[src/rtl/alarm_irq_pkg.sv]
package alarm_irq_pkg;
  // Register addresses
  localparam int ADDR_CTRL = 0;
  localparam int ADDR_STAT = 1;
  localparam int ADDR_IDENT = 2;

  // Control bit positions
  localparam int B_LOSS_ARM = 0;
  localparam int B_FRAME_ARM = 1;
  localparam int B_LOSS_LVL = 2;
  localparam int B_IRQ_EN = 3;
  localparam int B_ACT_HIGH = 4;
  localparam int B_PUSH_PULL = 5;
  localparam int CTRL_BITS = 6;

  typedef struct packed {
    logic lossArmNext;   // arm value in force after this edge
    logic frameArmNext;
    logic lossLevel;
    logic irqEnable;
    logic activeHigh;
    logic pushPull;
  } ctrlBus_t;
endpackage

[src/rtl/alarm_irq_regs.sv]
module alarm_irq_regs
  import alarm_irq_pkg::*;
#(
  parameter int ADDR_W = 2,
  parameter logic [3:0] VERSION = 4'h0,
  parameter logic [3:0] REVISION = 4'h0
) (
  input  logic              clk,
  input  logic              rstN,
  input  logic              regWrEn,
  input  logic [ADDR_W-1:0] regAddr,
  input  logic [7:0]        regWrData,
  output logic [7:0]        regRdData,
  input  logic              lossStatus,
  input  logic              frameStatus,
  output ctrlBus_t          ctrl
);
  localparam logic [7:0] IDENT_BYTE = {VERSION, REVISION};

  logic [CTRL_BITS-1:0] ctrlReg;
  logic ctrlWrite;
  logic [CTRL_BITS-1:0] ctrlNext;

  assign ctrlWrite = regWrEn && (regAddr == ADDR_W'(ADDR_CTRL));
  assign ctrlNext = ctrlWrite ? regWrData[CTRL_BITS-1:0] : ctrlReg;

  always_ff @(posedge clk or negedge rstN) begin
    if (!rstN) ctrlReg <= '0;
    else ctrlReg <= ctrlNext;
  end

  always_comb begin
    ctrl.lossArmNext = ctrlNext[B_LOSS_ARM];
    ctrl.frameArmNext = ctrlNext[B_FRAME_ARM];
    ctrl.lossLevel = ctrlReg[B_LOSS_LVL];
    ctrl.irqEnable = ctrlReg[B_IRQ_EN];
    ctrl.activeHigh = ctrlReg[B_ACT_HIGH];
    ctrl.pushPull = ctrlReg[B_PUSH_PULL];
  end

  always_comb begin
    regRdData = '0;
    if (regAddr == ADDR_W'(ADDR_CTRL)) regRdData[CTRL_BITS-1:0] = ctrlReg;
    else if (regAddr == ADDR_W'(ADDR_STAT)) regRdData[1:0] = {frameStatus, lossStatus};
    else if (regAddr == ADDR_W'(ADDR_IDENT)) regRdData = IDENT_BYTE;
  end

  // writes to other addresses leave the control register unchanged
  assert_write_decode_R10: assert property (@(posedge clk) disable iff (!rstN)
    !(regWrEn && regAddr == ADDR_W'(ADDR_CTRL)) |=> $stable(ctrlReg));
endmodule

[src/rtl/alarm_irq_core.sv]
module alarm_irq_core
  import alarm_irq_pkg::*;
#(
  parameter int SYNC_STAGES = 2
) (
  input  logic     clk,
  input  logic     rstN,
  input  ctrlBus_t ctrl,
  input  logic     clockLossIn,
  input  logic     framePulse,
  input  logic     busModeSel,
  input  logic     switchEnable,
  output logic     lossLatch,
  output logic     frameLatch,
  output logic     irqOut,
  output logic     irqOe
);
  logic [SYNC_STAGES-1:0] syncChain;
  logic lossSynced;
  logic lossCond;
  logic frameActive;
  logic irqCond;

  generate
    if (SYNC_STAGES == 1) begin : g_sync1
      always_ff @(posedge clk or negedge rstN) begin
        if (!rstN) syncChain <= '0;
        else syncChain <= clockLossIn;
      end
    end else begin : g_syncN
      always_ff @(posedge clk or negedge rstN) begin
        if (!rstN) syncChain <= '0;
        else syncChain <= {syncChain[SYNC_STAGES-2:0], clockLossIn};
      end
    end
  endgenerate

  assign lossSynced = syncChain[SYNC_STAGES-1];
  assign lossCond = (lossSynced == ctrl.lossLevel);
  assign frameActive = !busModeSel || switchEnable;

  always_ff @(posedge clk or negedge rstN) begin
    if (!rstN) begin
      lossLatch <= 1'b0;
      frameLatch <= 1'b0;
    end else begin
      lossLatch <= ctrl.lossArmNext && (lossLatch || lossCond);
      frameLatch <= ctrl.frameArmNext && frameActive && (frameLatch || framePulse);
    end
  end

  assign irqCond = ctrl.irqEnable && (lossLatch || frameLatch);
  assign irqOut = ctrl.activeHigh ? irqCond : !irqCond;
  assign irqOe = ctrl.pushPull || irqCond;

  assert_arm_clear_R1: assert property (@(posedge clk) disable iff (!rstN)
    !ctrl.lossArmNext |=> !lossLatch);
  assert_level_set_R2: assert property (@(posedge clk) disable iff (!rstN)
    (ctrl.lossArmNext && lossSynced == ctrl.lossLevel) |=> lossLatch);
  assert_sticky_R3: assert property (@(posedge clk) disable iff (!rstN)
    (lossLatch && ctrl.lossArmNext) |=> lossLatch);
  assert_frame_set_R4: assert property (@(posedge clk) disable iff (!rstN)
    (ctrl.frameArmNext && framePulse && !busModeSel) |=> frameLatch);
  assert_frame_forced_R5: assert property (@(posedge clk) disable iff (!rstN)
    (busModeSel && !switchEnable) |=> !frameLatch);
  assert_mask_R6: assert property (@(posedge clk) disable iff (!rstN)
    !ctrl.irqEnable |-> (irqOut != ctrl.activeHigh));
  assert_open_drain_R8: assert property (@(posedge clk) disable iff (!rstN)
    (!ctrl.pushPull && !lossLatch && !frameLatch) |-> !irqOe);
endmodule

[src/rtl/alarm_irq_ctrl.sv]
module alarm_irq_ctrl
  import alarm_irq_pkg::*;
#(
  parameter int ADDR_W = 2,
  parameter int SYNC_STAGES = 2,
  parameter logic [3:0] VERSION = 4'h0,
  parameter logic [3:0] REVISION = 4'h0
) (
  input  logic              clk,
  input  logic              rstN,
  input  logic              regWrEn,
  input  logic [ADDR_W-1:0] regAddr,
  input  logic [7:0]        regWrData,
  output logic [7:0]        regRdData,
  input  logic              clockLossIn,
  input  logic              framePulse,
  input  logic              busModeSel,
  input  logic              switchEnable,
  output logic              irqOut,
  output logic              irqOe
);
  ctrlBus_t ctrl;
  logic lossLatch;
  logic frameLatch;

  alarm_irq_regs #(.ADDR_W(ADDR_W), .VERSION(VERSION), .REVISION(REVISION)) u_regs (
    .clk(clk), .rstN(rstN), .regWrEn(regWrEn), .regAddr(regAddr),
    .regWrData(regWrData), .regRdData(regRdData),
    .lossStatus(lossLatch), .frameStatus(frameLatch), .ctrl(ctrl));

  alarm_irq_core #(.SYNC_STAGES(SYNC_STAGES)) u_core (
    .clk(clk), .rstN(rstN), .ctrl(ctrl), .clockLossIn(clockLossIn),
    .framePulse(framePulse), .busModeSel(busModeSel), .switchEnable(switchEnable),
    .lossLatch(lossLatch), .frameLatch(frameLatch), .irqOut(irqOut), .irqOe(irqOe));
endmodule

[config.mk]
export PLATFORM = sky130hd
export DESIGN_NAME = alarm_irq_ctrl
export DESIGN_NICKNAME = d
export VERILOG_FILES = /design/src/rtl/alarm_irq_pkg.sv /design/src/rtl/alarm_irq_regs.sv /design/src/rtl/alarm_irq_core.sv /design/src/rtl/alarm_irq_ctrl.sv
export SDC_FILE = /design/constraint.sdc
export NUM_CORES = 1
export LEC_CHECK = 0
export ABC_AREA = 1
export ABC_CLOCK_PERIOD_IN_PS = 1200
export CAP_MARGIN = 20
export CORE_AREA = 2 2 39 41
export CTS_CLUSTER_DIAMETER = 100
export CTS_CLUSTER_SIZE = 40
export DETAILED_ROUTE_END_ITERATION = 8
export DIE_AREA = 0 0 41 43
export PLACE_DENSITY = 0.79
export SYNTH_ARGS = -nofsm -noshare
export SYNTH_HDL_FRONTEND = slang
export SYNTH_SLANG_ARGS = --single-unit
[constraint.sdc]
create_clock -name clk -period 1.2 [get_ports clk]
set_input_delay 0.18 -clock clk [delete_from_list [all_inputs] [get_ports clk]]
set_output_delay 0.18 -clock clk [all_outputs]
set_load 0.02 [all_outputs]
==> results of run 1 <==
worst register-to-register path, delay by kind of cell (launching register included):
family          cells  cell delay, ps
flops               1             410
buf+inv             2             250
compound gates      1             180
simple gates        1              60
worst paths after layout:
check | endpoint | slack, ps | depth (start not counted)
worst max register to register | u_core.frameLatch | 190 | 4
min in group clk | u_core.syncChain[0] | 350 | 1
worst min-delay path | u_core.syncChain[1] | 230 | 1
worst max-delay path | irqOut | -120 | 3
worst min register to register | u_core.syncChain[1] | 350 | 0
max in group asynchronous | u_regs.ctrlReg[5] | 660 | 1
routing by layer:
metal / vias to the layer above / track usage [%] / share of wire (%)
li1: 260 / - / -
met3: 2 / 3.14 / 5.9
met4: 0 / 10.0 / 0.78
met5: - / 0 / 0
met1: 228 / 18.3 / 40
met2: 21 / 28.1 / 53
registers in the layout (all words and copies together), names as in the netlist:
name,count
u_regs.ctrlReg,6
u_core.syncChain,2
u_core.frameLatch,1
u_core.lossLatch,1
placed cells by master, fill, tap and decap left out:
cell                              instances
sky130_fd_sc_hd__dlygate4sd2_1            2
sky130_fd_sc_hd__clkdlybuf4s50_1         12
sky130_fd_sc_hd__nand2_4                  1
sky130_fd_sc_hd__buf_4                   11
sky130_fd_sc_hd__inv_2                    1
sky130_fd_sc_hd__clkbuf_4                 3
sky130_fd_sc_hd__conb_1                   2
sky130_fd_sc_hd__nor2_4                   1
sky130_fd_sc_hd__o22ai_1                  1
sky130_fd_sc_hd__o21ai_1                  1
sky130_fd_sc_hd__buf_6                    3
sky130_fd_sc_hd__buf_2                    3
sky130_fd_sc_hd__nor2_2                   2
sky130_fd_sc_hd__clkbuf_8                 1
sky130_fd_sc_hd__inv_1                   13
sky130_fd_sc_hd__xor2_1                   1
sky130_fd_sc_hd__nand2_2                  4
sky130_fd_sc_hd__nand2_1                 11
sky130_fd_sc_hd__nand3_1                  7
sky130_fd_sc_hd__nand3_2                  1
sky130_fd_sc_hd__o21ai_2                  2
sky130_fd_sc_hd__nor2_1                   6
sky130_fd_sc_hd__dfrtp_1                 10
final cells by class:
type	instances	area, µm²
multi-input cells	40	214
fillers	130	542
well taps	16	20.0
repair buffers	31	269
flip-flops and latches	10	250
inverters	14	52.6
clock buffers	4	36.3
through the flow:
step / std cells / setup WS [ps]
after floorplan: 66 / 88.8
after global placement: 110 / -537
after detailed placement: 110 / -585
after CTS: 114 / -123
after global routing: 115 / -183
final: 115 / -119
power breakdown:
group,total (µW),internal (µW),switching (µW)
Sequential,417,387,30.5
Combinational,388,197,191
Clock,298,184,114
Total,1100,768,335
cell families after synthesis:
family / synth area share, %
flops: 48.5
other cells: 0.727
buf+inv: 13.1
compound gates: 4.13
xor+xnor: 1.70
simple gates: 31.8
what timing repair did:
item,4_1_cts,5_1_grt
pin swaps,4,2
buffers inserted,0,1
resized for setup,40,5
hold endpoints to repair,0,0
endpoints found under the setup margin,8,5
cloned,0,0
==> reports/qor.tcl, run 1 <==
set qor(status) {finished with violations}
set qor(violations) {setup timing}
set qor(worstPathMaxFanout) 2
set qor(crit_arrival_ps) 1140
set qor(h-tree-depth) 1
set qor(finalClockSkew_ps) 2.77
set qor(cts_tree) {built}
set qor(synthCells) 65
set qor(synth.top_cell.area_share_pct) 48.5
set qor(rsz0062_at_grt) {true}
set qor(synth-async-reset-ratio_pct) 100
set qor(antenna_diodes) 0
set qor(grt_use_total_pct) 16.8
set qor(kind_of_cell_with_the_highest_combined_delay_on_the_critical_path) {flip-flops}
set qor(post_synth.cell_area_avg_um2) 7.93
set qor(leakage_uw) 0.000457
set qor(die_w_um) 41
set qor(post_synth_main_area_contributors) {sky130_fd_sc_hd__dfrtp_1 49%, sky130_fd_sc_hd__inv_1 9.5%, sky130_fd_sc_hd__nand2_1 8.0%}
set qor(detailedRoute.firstIterationViolations) 6
set qor(finalSetupViolations) 5
set qor(synth-seq-cells) 10
set qor(final_net_count) 117
set qor(avgViaCountPerCell) 4.44
set qor(p_per_area_mw_per_mm2) 1310
set qor(worst_path_max_delay_cell) {sky130_fd_sc_hd__dfrtp_1}
set qor(final.min_clock_period_ps) 1320
set qor(timing.critical_path.from) {u_core.frameLatch}
set qor(die_h_um) 43
set qor(initial_antenna_violation_count) 0
set qor(netlist.top_cell.by_area) {sky130_fd_sc_hd__dfrtp_1}
set qor(pin_count_of_the_biggest_net_entering_global_routing) 11
set qor(achievable-frequency_ghz) 0.758
set qor(area_growth_pct) 63.3
set qor(ios) 27
set qor(placement_rows) 14
set qor(cts.sink_count) 10
set qor(crit-reg2reg-launch) {u_core.frameLatch}
set qor(synth_cell_types) 15
set qor(post-route-period-util_pct) 110
set qor(synth.yosys.warnings) 0
set qor(timing.setup.tns_ps) -237
set qor(routedWlPerCell_um) 10.1
set qor(max_cap_violations) 0
set qor(placed_area_um2) 805
set qor(synth_common_cells) {13 x sky130_fd_sc_hd__inv_1, 11 x sky130_fd_sc_hd__nand2_1, 10 x sky130_fd_sc_hd__dfrtp_1}
set qor(layout.cell_area.non_filler_um2) 842
set qor(crit_buf_inv) 1
set qor(endpoint_kind_of_the_worst_setup_timing_path) {output pin}
set qor(cts.path.max_buffers) 2
set qor(layout-drive-gt1-share_pct) 33.3
set qor(report.power.total_uw) 1100
set qor(final-hold-violation-count) 0
set qor(routabilityCongestion) 0.696
set qor(grt_first_pass_wirelength_um) 1970
set qor(buffer_ports.inserted) 22
set qor(synth_most_common_cell) {sky130_fd_sc_hd__inv_1}
set qor(first_global_vias) 508
set qor(drt_pre_antenna_iters) 4
set qor(worst_ir_drop_vdd_mv) 0.600
set qor(hold_path_class) {primary input to async pin}
set qor(drc) 0
set qor(crit_required_ps) 1020
set qor(slew_viol_final) 0
set qor(insertion_delay_ps) 260
set qor(whs_ps) 228
set qor(syn-cell-area_um2) 515
set qor(die-area_mm2) 0.00176
set qor(cp_slowest_stage_delay_ps) 410
set qor(worst_slack_ps) -119
set qor(cts_hold_buf) 0
set qor(route.antenna.remaining_nets) 0
set qor(start_kind) {flip-flop}
set qor(route.vias.total) 511
set qor(critical_path_class) {flip-flop to output pin}
set qor(core-area_mm2) 0.00138
set qor(synth.yosys.seq_area_share_pct) 48.5
set qor(wl_um) 1160
set qor(tritoncts.num_buffers) 3
set qor(gr_overflow_total) 0
set qor(worstPathCellList) {o21ai_2 -> xor2_1 -> buf_4}
set qor(clk_pin_slew_worst_paths_ps) 70
set qor(finalCoreUtilization_pct) 60.8
set qor(floorplan.initialDensity_pct) 37.3
set qor(synth_edf_count) 0
set qor(post-dp-hpwl_um) 937
set qor(yosys_most_used_dff) {sky130_fd_sc_hd__dfrtp_1}
set qor(root_buffer) {sky130_fd_sc_hd__clkbuf_4}
Note: power is estimated with default switching activity, not from simulation.
==> run 2: changes to the inputs <==
SLEW_MARGIN = 20   (was default)
==> results of run 2 <==
The final DEF is identical to that of run 1; final timing and power are the same.
==> run 3: changes to the inputs <==
ABC_CLOCK_PERIOD_IN_PS = 1700   (was 1200)
clock period = 1.7 ns   (was 1.2 ns; I/O delays follow)
==> run 3 against run 2 <==
The run now ends clean. Clock skew is 0.87 ps higher. Critical path type is now primary input to output pin. Largest power group unchanged. Highest routed layer unchanged. Non-clock buffer count is 7 lower. Via count decreased by 10%.
==> reports/qor.tcl, run 3 (synthesis gave the netlist of run 1 again) <==
set qor(cts_tree) {built}
set qor(drt_pre_antenna_iters) 2
set qor(clk_pin_slew_worst_paths_ps) 70
set qor(p_per_area_mw_per_mm2) 912
set qor(core-area_mm2) 0.00138
set qor(preCtsSetupSlack_ps) -227
set qor(layout.cells.most_common) {sky130_fd_sc_hd__clkdlybuf4s50_1}
set qor(worstPathCellList) {clkdlybuf4s50_1 -> nor2_4 -> inv_2 -> o21ai_1 -> dlygate4sd2_1}
set qor(ios) 27
set qor(rsz0062_at_grt) {false}
set qor(final-hold-violation-count) 0
set qor(cts.sink_count) 10
set qor(number_of_flip_flops_in_the_largest_register) 6
set qor(post-dp-hpwl_um) 791
set qor(start_kind) {primary input}
set qor(cp_slowest_stage_delay_ps) 480
set qor(slew_viol_final) 0
set qor(route.vias.total) 460
set qor(layout_common_cells) {14 x sky130_fd_sc_hd__clkdlybuf4s50_1, 13 x sky130_fd_sc_hd__inv_1, 11 x sky130_fd_sc_hd__nand2_1}
set qor(detailedRoute.firstIterationViolations) 2
set qor(top_regs) {u_regs.ctrlReg (6), u_core.syncChain (2)}
set qor(route.antenna.remaining_nets) 0
set qor(post-route-period-util_pct) 96.7
set qor(kind_of_cell_with_the_highest_combined_delay_on_the_critical_path) {buffers and inverters}
set qor(area_growth_pct) 51.9
set qor(grt_first_pass_wirelength_um) 1640
set qor(finalSetupViolations) 0
set qor(crit_arrival_ps) 1390
set qor(layout.cell_area.non_filler_um2) 783
set qor(avgViaCountPerCell) 4.26
set qor(cell_count_along_the_critical_path) 5
set qor(die-area_mm2) 0.00176
set qor(die_w_um) 41
set qor(worstPathMaxFanout) 6
set qor(status) {finished, final reports clean}
set qor(crit-reg2reg-launch) {u_core.frameLatch}
set qor(h-tree-depth) 1
set qor(layout-drive-gt1-share_pct) 17.4
set qor(placement_rows) 14
set qor(timing.rr.end) {u_core.frameLatch}
set qor(grt_use_total_pct) 14.3
set qor(hold_path_class) {primary input to async pin}
set qor(max_cap_violations) 0
set qor(wl_um) 969
set qor(crit_required_ps) 1440
set qor(worst_ir_drop_vdd_mv) 0.447
set qor(antenna_diodes) 0
set qor(placed_cells) 104
set qor(gr_overflow_total) 0
set qor(final_cell_count_no_fill) 108
set qor(floorplan.initialDensity_pct) 37.3
set qor(final.min_clock_period_ps) 1640
set qor(final_net_count) 110
set qor(die_h_um) 43
set qor(placed_area_um2) 759
set qor(initial_antenna_violation_count) 0
set qor(reg2reg_depth) 3
set qor(endpoint_kind_of_the_worst_setup_timing_path) {output pin}
set qor(cts.path.max_buffers) 2
set qor(crit_buf_inv) 3
set qor(worst_path_max_delay_cell) {sky130_fd_sc_hd__clkdlybuf4s50_1}
set qor(leakage_uw) 0.000424
set qor(routabilityCongestion) 0.747
set qor(critical_path_class) {primary input to output pin}
set qor(max_flop_register) {u_regs.ctrlReg}
set qor(insertion_delay_ps) 260
set qor(tritoncts.num_buffers) 3
set qor(whs_ps) 299
set qor(first_global_vias) 421
set qor(r2r_slack_ps) 850
set qor(timing.critical_path.from) {regAddr[0]}
set qor(buffer_ports.inserted) 22
set qor(root_buffer) {sky130_fd_sc_hd__clkbuf_4}
set qor(pin_count_of_the_biggest_net_entering_global_routing) 11
set qor(worstSetupEndpoint) {regRdData[1]}
set qor(finalCoreUtilization_pct) 56.6
set qor(achievable-frequency_ghz) 0.608
set qor(worst_slack_ps) 55.9
set qor(finalClockSkew_ps) 3.63
set qor(drc) 0
set qor(routedWlPerCell_um) 8.97
==> run 3: changes by cell type in the layout (fill, tap and decap cells not counted), moves of 3 or more <==
cell,before,now
sky130_fd_sc_hd__buf_6,3,0
sky130_fd_sc_hd__buf_4,11,2
sky130_fd_sc_hd__buf_2,3,0
sky130_fd_sc_hd__dlygate4sd2_1,2,6
==> run 3: area by class of cell <==
cell class	instances	area (µm²)
fill	145	601
sequential	10	250
timing repair buffer	24	223
multi-input combinational	40	201
inverter	14	52.6
clock buffer	4	36.3
tap	16	20.0
==> run 3: report_power, final <==
group	leakage [µW]	internal [µW]	switching (µW)	total, µW
registers	0.000119	273	21.1	294
clock network	0.0000210	130	81.0	211
logic	0.000284	93.1	116	209
==> run 3: per-layer routing <==
layer | GRT usage [%] | share of wire, % | wire, µm | vias up
li1 | - | - | - | 245
met4 | 12.0 | 0.93 | 9 | 0
met5 | 0 | 0 | 0 | -
met2 | 20.0 | 45 | 432 | 19
met3 | 3.14 | 6.1 | 59 | 2
met1 | 17.7 | 48 | 467 | 194
==> run 3: repair_timing <==
item,4_1_cts,5_1_grt
buffers inserted,0,0
gates cloned,0,0
setup endpoints to repair,8,2
hold buffers,0,0
gates resized for setup,8,3
==> run 3: how the worst min path moves through the flow <==
stage	startpoint	end	slack, ps	cells past startpoint
floorplan	rstN	u_core.frameLatch	-40	0
global placement	u_core.syncChain[0]	u_core.syncChain[1]	330	0
detailed placement	u_core.syncChain[0]	u_core.syncChain[1]	340	0
CTS	rstN	u_core.lossLatch	300	1
global route	rstN	u_core.lossLatch	340	1
finish	rstN	u_core.lossLatch	300	1
==> run 3: per-stage QoR <==
step,power (µW),setup TNS (ps)
after floorplan,420,0
after global placement,525,-1030
after detailed placement,531,-1220
after CTS,727,0
after global routing,758,0
final,714,0
